File: config.mk
export PLATFORM = sky130hd
export DESIGN_NAME = pdc_coef_gen
export DESIGN_NICKNAME = d
export VERILOG_FILES = /design/src/rtl/pdc_pkg.sv /design/src/rtl/pdc_idx_cnt.sv /design/src/rtl/pdc_dist_cnt.sv /design/src/rtl/pdc_mask_sel.sv /design/src/rtl/pdc_coef_mem.sv /design/src/rtl/pdc_coef_gen.sv
export SDC_FILE = /design/constraint.sdc
export NUM_CORES = 2
export LEC_CHECK = 0
export BUFFER_PORTS_ARGS = -buffer_cell sky130_fd_sc_hd__buf_4
export CAP_MARGIN = 20
export CORE_UTILIZATION = 65
export CTS_BUF_LIST = sky130_fd_sc_hd__clkbuf_4 sky130_fd_sc_hd__clkbuf_8
export DETAILED_ROUTE_END_ITERATION = 7
export HOLD_SLACK_MARGIN = 0.15
export PLACE_DENSITY = 0.83
export SYNTH_ARGS = -nofsm -noshare
export SYNTH_HDL_FRONTEND = slang
export SYNTH_SLANG_ARGS = --single-unit
File: constraint.sdc
create_clock -name clk_i -period 4 [get_ports clk_i]
set_clock_uncertainty 0.2 [all_clocks]
set_input_delay 0.8 -clock clk_i [delete_from_list [all_inputs] [get_ports clk_i]]
set_output_delay 0.8 -clock clk_i [all_outputs]
set_load 0.005 [all_outputs]
File: src/rtl/pdc_pkg.sv
package pdc_pkg;
  typedef enum logic [2:0] {
    ST_IDLE, ST_INIT, ST_FWD, ST_TRIM_R, ST_BWD, ST_TRIM_L, ST_DONE
  } pdc_state_e;
endpackage

File: src/rtl/pdc_idx_cnt.sv
module pdc_idx_cnt #(
  parameter int unsigned W = 7
) (
  input  logic         clk_i,
  input  logic         rst_ni,
  input  logic         load_i,
  input  logic [W-1:0] load_val_i,
  input  logic         up_i,
  input  logic         dn_i,
  output logic [W-1:0] idx_o
);
  always_ff @(posedge clk_i or negedge rst_ni) begin
    if (!rst_ni)     idx_o <= '0;
    else if (load_i) idx_o <= load_val_i;
    else if (up_i)   idx_o <= idx_o + W'(1);
    else if (dn_i)   idx_o <= idx_o - W'(1);
  end
endmodule

File: src/rtl/pdc_dist_cnt.sv
module pdc_dist_cnt #(
  parameter int unsigned W   = 7,
  parameter int unsigned MAX = 127
) (
  input  logic         clk_i,
  input  logic         rst_ni,
  input  logic         clr_i,
  input  logic         inc_i,
  output logic [W-1:0] cnt_o,
  output logic [W-1:0] nxt_o
);
  localparam logic [W-1:0] CMAX = W'(MAX);

  assign nxt_o = (cnt_o == CMAX) ? CMAX : cnt_o + W'(1);

  always_ff @(posedge clk_i or negedge rst_ni) begin
    if (!rst_ni)     cnt_o <= '0;
    else if (clr_i)  cnt_o <= '0;
    else if (inc_i)  cnt_o <= nxt_o;
  end


  sat_hold_chk: assert property (@(posedge clk_i) disable iff (!rst_ni)
    (cnt_o == CMAX && inc_i && !clr_i) |=> (cnt_o == CMAX));
endmodule

File: src/rtl/pdc_mask_sel.sv
module pdc_mask_sel #(
  parameter int unsigned N = 128,
  parameter int unsigned W = 7
) (
  input  logic [N-1:0] use_i,
  input  logic [N-1:0] pil_i,
  input  logic [W-1:0] idx_i,
  output logic         pil_o
);
  logic [N-1:0] eff;
  assign eff   = use_i & pil_i;
  assign pil_o = eff[idx_i];
endmodule

File: src/rtl/pdc_coef_mem.sv
module pdc_coef_mem #(
  parameter int unsigned N = 128,
  parameter int unsigned W = 7,
  parameter int unsigned A = 7
) (
  input  logic         clk_i,
  input  logic         rst_ni,
  input  logic         fill_i,
  input  logic         we_i,
  input  logic [A-1:0] waddr_i,
  input  logic [W-1:0] wdata_i,
  input  logic [A-1:0] raddr_i,
  output logic [W-1:0] rdata_o
);
  logic [W-1:0] mem_q [N];

  always_ff @(posedge clk_i or negedge rst_ni) begin
    if (!rst_ni) begin
      for (int i = 0; i < int'(N); i++) mem_q[i] <= '0;
    end else if (fill_i) begin
      for (int i = 0; i < int'(N); i++) mem_q[i] <= W'(1);
    end else if (we_i) begin
      mem_q[waddr_i] <= wdata_i;
    end
  end

  always_ff @(posedge clk_i or negedge rst_ni) begin
    if (!rst_ni) rdata_o <= '0;
    else         rdata_o <= mem_q[raddr_i];
  end
endmodule

File: src/rtl/pdc_coef_gen.sv
module pdc_coef_gen #(
  parameter int unsigned NUM_SC = 128,
  localparam int unsigned IDX_W = $clog2(NUM_SC)
) (
  input  logic              clk_i,
  input  logic              rst_ni,
  input  logic              start_i,
  input  logic [NUM_SC-1:0] use_mask_i,
  input  logic [NUM_SC-1:0] pilot_mask_i,
  output logic              busy_o,
  output logic              done_o,
  input  logic [IDX_W-1:0]  rd_idx_i,
  output logic [IDX_W-1:0]  rd_wgt_l_o,
  output logic [IDX_W-1:0]  rd_wgt_r_o
);
  import pdc_pkg::*;

  localparam logic [IDX_W-1:0] IDX_MAX = IDX_W'(NUM_SC - 1);

  pdc_state_e        st_q, st_d;
  logic [NUM_SC-1:0] use_q, pil_q;
  logic              seen_q;
  logic [IDX_W-1:0]  last_q, first_q;

  logic [IDX_W-1:0]  idx, idx_ldv;
  logic              idx_ld, idx_up, idx_dn;
  logic              d_clr, d_inc;
  logic [IDX_W-1:0]  d_cnt, d_nxt;
  logic              pil_bit;
  logic              fill, r_we, l_we;
  logic [IDX_W-1:0]  wdat;
  logic              trim_r_go, trim_l_go;

  pdc_idx_cnt #(.W(IDX_W)) u_idx (
    .clk_i, .rst_ni, .load_i(idx_ld), .load_val_i(idx_ldv),
    .up_i(idx_up), .dn_i(idx_dn), .idx_o(idx)
  );

  pdc_dist_cnt #(.W(IDX_W), .MAX(NUM_SC - 1)) u_dist (
    .clk_i, .rst_ni, .clr_i(d_clr), .inc_i(d_inc), .cnt_o(d_cnt), .nxt_o(d_nxt)
  );

  pdc_mask_sel #(.N(NUM_SC), .W(IDX_W)) u_sel (
    .use_i(use_q), .pil_i(pil_q), .idx_i(idx), .pil_o(pil_bit)
  );

  pdc_coef_mem #(.N(NUM_SC), .W(IDX_W), .A(IDX_W)) u_mem_r (
    .clk_i, .rst_ni, .fill_i(fill), .we_i(r_we), .waddr_i(idx), .wdata_i(wdat),
    .raddr_i(rd_idx_i), .rdata_o(rd_wgt_r_o)
  );

  pdc_coef_mem #(.N(NUM_SC), .W(IDX_W), .A(IDX_W)) u_mem_l (
    .clk_i, .rst_ni, .fill_i(fill), .we_i(l_we), .waddr_i(idx), .wdata_i(wdat),
    .raddr_i(rd_idx_i), .rdata_o(rd_wgt_l_o)
  );

  assign trim_r_go = seen_q && (idx > last_q);
  assign trim_l_go = !seen_q || (idx < first_q);

  always_comb begin
    st_d    = st_q;
    idx_ld  = 1'b0;
    idx_ldv = '0;
    idx_up  = 1'b0;
    idx_dn  = 1'b0;
    d_clr   = 1'b0;
    d_inc   = 1'b0;
    fill    = 1'b0;
    r_we    = 1'b0;
    l_we    = 1'b0;
    wdat    = '0;
    unique case (st_q)
      ST_IDLE: if (start_i) st_d = ST_INIT;
      ST_INIT: begin
        fill   = 1'b1;
        idx_ld = 1'b1;
        d_clr  = 1'b1;
        st_d   = ST_FWD;
      end
      ST_FWD: begin
        if (pil_bit) begin
          r_we  = 1'b1;
          d_clr = 1'b1;
        end else if (seen_q) begin
          r_we  = 1'b1;
          wdat  = d_nxt;
          d_inc = 1'b1;
        end
        if (idx == IDX_MAX) st_d = ST_TRIM_R;
        else                idx_up = 1'b1;
      end
      ST_TRIM_R: begin
        if (trim_r_go) begin
          r_we   = 1'b1;
          idx_dn = 1'b1;
        end else begin
          st_d    = ST_BWD;
          idx_ld  = 1'b1;
          idx_ldv = IDX_MAX;
          d_clr   = 1'b1;
        end
      end
      ST_BWD: begin
        if (pil_bit) begin
          l_we  = 1'b1;
          d_clr = 1'b1;
        end else if (seen_q) begin
          l_we  = 1'b1;
          wdat  = d_nxt;
          d_inc = 1'b1;
        end
        if (idx == '0) st_d = ST_TRIM_L;
        else           idx_dn = 1'b1;
      end
      ST_TRIM_L: begin
        if (trim_l_go) begin
          l_we = 1'b1;
          if (idx == IDX_MAX) st_d = ST_DONE;
          else                idx_up = 1'b1;
        end else begin
          st_d = ST_DONE;
        end
      end
      ST_DONE: st_d = ST_IDLE;
      default: st_d = ST_IDLE;
    endcase
  end

  always_ff @(posedge clk_i or negedge rst_ni) begin
    if (!rst_ni) begin
      st_q    <= ST_IDLE;
      use_q   <= '0;
      pil_q   <= '0;
      seen_q  <= 1'b0;
      last_q  <= '0;
      first_q <= '0;
    end else begin
      st_q <= st_d;
      unique case (st_q)
        ST_IDLE: if (start_i) begin
          use_q <= use_mask_i;
          pil_q <= pilot_mask_i;
        end
        ST_INIT: seen_q <= 1'b0;
        ST_FWD: if (pil_bit) begin
          seen_q <= 1'b1;
          last_q <= idx;
        end
        ST_TRIM_R: if (!trim_r_go) seen_q <= 1'b0;
        ST_BWD: if (pil_bit) begin
          seen_q  <= 1'b1;
          first_q <= idx;
        end
        default: ;
      endcase
    end
  end

  assign busy_o = (st_q != ST_IDLE) && (st_q != ST_DONE);
  assign done_o = (st_q == ST_DONE);


  start_busy_chk: assert property (@(posedge clk_i) disable iff (!rst_ni)
    (start_i && !busy_o && !done_o) |=> busy_o);


  mask_hold_chk: assert property (@(posedge clk_i) disable iff (!rst_ni)
    busy_o |=> ($stable(use_q) && $stable(pil_q)));


  done_pulse_chk: assert property (@(posedge clk_i) disable iff (!rst_ni)
    done_o |=> !done_o);


  pilot_zero_chk: assert property (@(posedge clk_i) disable iff (!rst_ni)
    (st_q == ST_FWD && pil_bit) |-> (r_we && wdat == '0));


  fwd_step_chk: assert property (@(posedge clk_i) disable iff (!rst_ni)
    (st_q == ST_FWD && $past(st_q) == ST_FWD) |-> (idx == IDX_W'($past(idx) + IDX_W'(1))));
endmodule

==> results.ini, run 1 <==
[logic_synthesis]
synth-seq-cells = 2094
syn_area_per_cell_um2 = 14.1
postSynthCellCount = 6729
synth-edff-count = 0
synth_ff_type = dfrtp_1
syn_area_um2 = 94500
ys_types = 65
postSynthNetCount = 7015
yosysSeqAreaShare_pct = 55.4
synth-async-reset-ratio_pct = 100
ys_warn_count = 0

[status]
error = [ERROR GRT-0232] Routing congestion too high. Check the congestion heatmap in the GUI.
status = did not finish
flow.stopped_at = global routing (5_1_grt)

[clock_network]
numCtsBuffers = 345
cts_sinks = 2094
cts.repair.resized = 0
ctsRootBufferMaster = clkbuf_8
cts_htree_levels = 5
clockBufferDepth = 4

[placed_design]
place_congestion = 0.997
placed_cells = 8860
hpwlAfterDp_mm = 210
dpl_worst_slack_ns = 0.0141
io_buffers = 281

[global_routing]
overflow = 5
grt_usage_pct = 59.2
grt_max_degree = 154
antenna_found_initial = 119

[sta]
grt-worst-endpoint = u_mem_r.mem_q[868]$_DFFE_PN0P_/D
endpoint_type = register data pin

[floorplan]
start_util_pct = 65.7
ioPinCount = 282
rows = 139
die_x_um = 383
die_y_um = 383

## what timing repair did
item | in CTS
endpoints found under the setup margin | 2
hold buffers | 263
buffers inserted | 3
hold endpoints to repair | 1269
## synth_stat cells (3+ instances only)
master,count,area share (%)
a21o_1,6,0.048
a21oi_1,43,0.23
a22o_1,1522,14
a31oi_1,33,0.22
a32o_1,7,0.074
and3_1,20,0.13
and3b_1,3,0.028
and4_1,6,0.056
buf_1,56,0.22
buf_2,187,0.99
buf_4,6,0.048
buf_6,13,0.15
clkbuf_1,246,0.98
dfrtp_1,2094,55
ha_1,19,0.25
inv_1,22,0.087
mux2_1,40,0.48
mux2_2,497,5.9
mux2i_1,3,0.032
mux4_2,588,14
nand2_1,212,0.84
nand2_2,63,0.42
nand2_4,57,0.68
nand2b_1,8,0.053
nand3_1,96,0.51
nand3b_1,3,0.024
nand4_1,18,0.12
nand4b_1,4,0.037
nor2_1,740,2.9
nor2b_1,6,0.040
nor3_1,14,0.074
nor4_1,3,0.020
o211a_1,4,0.042
o21a_1,3,0.024
o21ai_0,24,0.13
o22ai_1,7,0.046
o2bb2ai_1,7,0.065
or3_1,4,0.026
xnor2_1,7,0.065
xor2_1,3,0.028
## cell families after synthesis
group / Yosys count / share of synthesized area [%]
muxes: 1128 / 20.4
and+or+nand+nor: 1273 / 6.13
buffers and inverters: 530 / 2.48
AOI/OAI and AO/OA: 1674 / 15.2
DFF: 2094 / 55.4
adders and majority gates: 20 / 0.273
xor gates and xnor gates: 10 / 0.0926
## stage by stage
stage / instance area (µm²) / utilization (%)
after floorplan: 94500 / -
after global placement: 102000 / 70.8
after detailed placement: 102000 / 70.8
after CTS: 112000 / 77.8
## routing by layer
| metal | global-route usage, % | overflow |
|---|---|---|
| met1 | 67.7 | 0 |
| met2 | 72.7 | 2 |
| met3 | 42.0 | 0 |
| met4 | 46.0 | 3 |
| met5 | 25.0 | 0 |
==> run 2: changes to the inputs <==
--- a/config.mk
+++ b/config.mk
@@ -7,11 +7,9 @@
 export LEC_CHECK = 0
 export BUFFER_PORTS_ARGS = -buffer_cell sky130_fd_sc_hd__buf_4
 export CAP_MARGIN = 20
-export CORE_UTILIZATION = 65
-export CTS_BUF_LIST = sky130_fd_sc_hd__clkbuf_4 sky130_fd_sc_hd__clkbuf_8
+export CORE_UTILIZATION = 40
 export DETAILED_ROUTE_END_ITERATION = 7
-export HOLD_SLACK_MARGIN = 0.15
-export PLACE_DENSITY = 0.83
+export PLACE_DENSITY_LB_ADDON = 0.15
 export SYNTH_ARGS = -nofsm -noshare
 export SYNTH_HDL_FRONTEND = slang
 export SYNTH_SLANG_ARGS = --single-unit
==> run 2 against run 1 <==
  * The flow now finishes without violations
  * Synthesized cell count stayed put
  * Area after synthesis unchanged
==> results.ini, run 2 <==
[floorplan]
die_area_um2 = 238000
die_x_um = 488  ; was 383 µm
die_y_um = 488  ; was 383 µm
ioPinCount = 282  ; unchanged
core_um2 = 235000
start_util_pct = 40.2  ; was 65.7%
rows = 178  ; was 139

[cells_and_area]
utilization_pct = 49.0
mostFrequentLayoutCells = dfrtp_1 (2092), a22o_1 (1522), nor2_1 (737)
area_growth_syn_to_layout_pct = 22.0
mostFrequentLayoutCell = dfrtp_1
reg.largest.list = u_mem_l.mem_q x896, u_mem_r.mem_q x896
final_area_um2 = 115000
num-nets-final = 7848
drive_above_1_share_pct = 31.9

[sta]
setup_viol = 0
worst_slew_pin_slew_ns = 0.899
timing.final.ws_setup_ns = 0.0426
clock.fmax_mhz = 253
period_needed_ns = 3.96
fin_crit_sh_pct = 98.9
relSlewSlack_pct = 39.9
whs_ns = 0.0690
finalMaxSlewViolations = 0
hold_viol_final = 0

[setup_path]
worstPathRequired_ns = 4.54
cp-start-kind = flop
worstPathMaxFanout = 14
end_kind = flop
crit_arrival_ns = 4.50
critical_path_class = flop to flop

[worst_hold_path]
hp-class = primary input to flop

[placed_design]
postPlaceCellArea_um2 = 105000  ; was 102000 µm²
io_buffers = 281  ; unchanged
place_congestion = 0.896  ; was 0.997
hpwlAfterDp_mm = 237  ; was 210 mm
dpl_worst_slack_ns = -0.126  ; was 0.0141 ns

[route]
vias_per_cell = 6.14
drt_iter0_markers = 6336
drc = 0
drtAntennaViolNets = 0
firstDrtPassIters = 5
avgRoutedWirePerCell_um = 30.9
wirelength_mm = 338
num_vias = 67087

[logic_synthesis]
synth.most_common_cell = dfrtp_1  ; unchanged
synth_top_area_share_pct = 55.4  ; unchanged
yosys-top-cells-count = dfrtp_1 (2094), a22o_1 (1522), nor2_1 (740)  ; unchanged
yosysSeqAreaShare_pct = 55.4  ; unchanged
synth_ff_type = dfrtp_1  ; unchanged
synth-edff-count = 0  ; unchanged
ys_types = 65  ; unchanged
syn_area_per_cell_um2 = 14.1  ; unchanged
synth_top_area_cell = dfrtp_1  ; unchanged
syn_area_um2 = 94500  ; unchanged
ys_warn_count = 0  ; unchanged
postSynthNetCount = 7015  ; unchanged
postSynthCellCount = 6729  ; unchanged
synth-seq-cells = 2094  ; unchanged
synth_area_leaders = dfrtp_1 (55%), a22o_1 (14%), mux4_2 (14%)  ; unchanged
synth-async-reset-ratio_pct = 100  ; unchanged

[global_routing]
overflow = 0
grt_usage_pct = 28.6
grt_pass1_wl_mm = 503
grt_pass1_vias = 70340
antenna_found_initial = 34
grt_max_degree = 127

[clock_network]
numCtsBuffers = 223  ; was 345
cts.clk_slew.worst_paths_ns = 0.06
clockBufferDepth = 3  ; was 4
ctsRootBufferMaster = clkbuf_16  ; was clkbuf_8
cts_htree_levels = 4  ; was 5
cts_tree = yes
cts_sinks = 2094  ; unchanged
insertion_delay_ns = 0.90

[status]
status = finished clean  ; was did not finish

[power_and_ir_drop]
peakVddDrop_uv = 398
p_per_area_nw_per_um2 = 388
cellLeakagePower_nw = 51.1

[job]
maxCapViolations = 0

## run 2: cell counts after synthesis
Identical to the previous run, type by type.
## run 2: per-stage QoR
| stage | TNS, ns | power, mW | std cells |
|---|---|---|---|
| 2_1_floorplan | 0 | 22.0 | 6729 |
| 3_3_place_gp | -7.36 | 23.1 | 10221 |
| 3_5_place_dp | -18.37 | 23.1 | 10221 |
| 4_1_cts | 0 | 45.1 | 10898 |
| 5_1_grt | -0.0158 | 46.0 | 10918 |
| 6_report | 0 | 44.7 | 10924 |
## run 2: path summary, 6_finish.rpt
| kind | startpoint | to | slack, ns | depth (start not counted) |
|---|---|---|---|---|
| setup / recovery | u_idx.idx_o[3]$_DFFE_PN0P_ | u_mem_l.mem_q[77]$_DFFE_PN0P_ | 0.04 | 9 |
| max in group asynchronous | rst_ni | use_q[33]$_DFFE_PN0P_ | 1.93 | 4 |
| hold / removal | start_i | st_q[0]$_DFFE_PN0P_ | 0.07 | 3 |
| setup reg to reg | u_idx.idx_o[3]$_DFFE_PN0P_ | u_mem_l.mem_q[77]$_DFFE_PN0P_ | 0.04 | 9 |
| min in group asynchronous | rst_ni | u_mem_r.mem_q[279]$_DFFE_PN0P_ | 0.38 | 2 |
| hold reg to reg | u_mem_r.mem_q[144]$_DFFE_PN0P_ | u_mem_r.mem_q[144]$_DFFE_PN0P_ | 0.29 | 1 |
## run 2: metal layers
metal / up-vias / wire [µm] / track usage [%]
met5: - / 80 / 0
met1: 36092 / 137000 / 37.6
li1: 27729 / - / -
met4: 12 / 15600 / 11.6
met2: 2597 / 162000 / 46.5
met3: 657 / 22900 / 5.51
## run 2: kinds of logic (layout without fill, tap and decap cells)
| kind of cell | after synthesis | in the layout | synth area share [%] |
|---|---|---|---|
| flops | 2094 | 2094 | 55.4 |
| compound gates | 1674 | 1674 | 15.2 |
| simple gates | 1273 | 1273 | 6.13 |
| mux | 1128 | 1128 | 20.4 |
| buf+inv | 530 | 1554 | 2.48 |
| fa+ha+maj | 20 | 20 | 0.273 |
| xor+xnor | 10 | 10 | 0.0926 |
| other cells | 0 | 21 | 0 |
## run 2: what timing repair did
item                                    in CTS  in global routing
pin swaps                                    3                  3
resized for setup                            1                  9
endpoints found under the setup margin     371                183
endpoints found under the hold margin      299                  0
setup buffers                                4                  5
hold buffers                               257                  0
## run 2: final cells by class
cell class / instances / area, µm²
clock inverters: 104 / 1350
clock buffers: 312 / 6370
fillers: 20461 / 120000
inverters: 22 / 82.6
repair buffers: 1116 / 11200
flip-flops and latches: 2094 / 52400
multi-input cells: 4105 / 40000
well taps: 3150 / 3940
diodes: 21 / 52.6
## run 2: critical path, cell delays in order (launching register included)
cell and delay [ns]:
dfrtp_1 0.49, buf_4 0.21, buf_4 0.23, nor2b_1 0.72
nand3_1 0.77, nor2_1 0.44, nor2_1 0.09, nor2_1 0.10
nand2_1 0.23, mux2_2 0.34
## run 2: where the power goes
group          switching [mW]  internal (mW)
clock                    9.25           12.6
sequential                  0           21.2
combinational           0.956          0.723
Power figures use the tool's default switching activity.
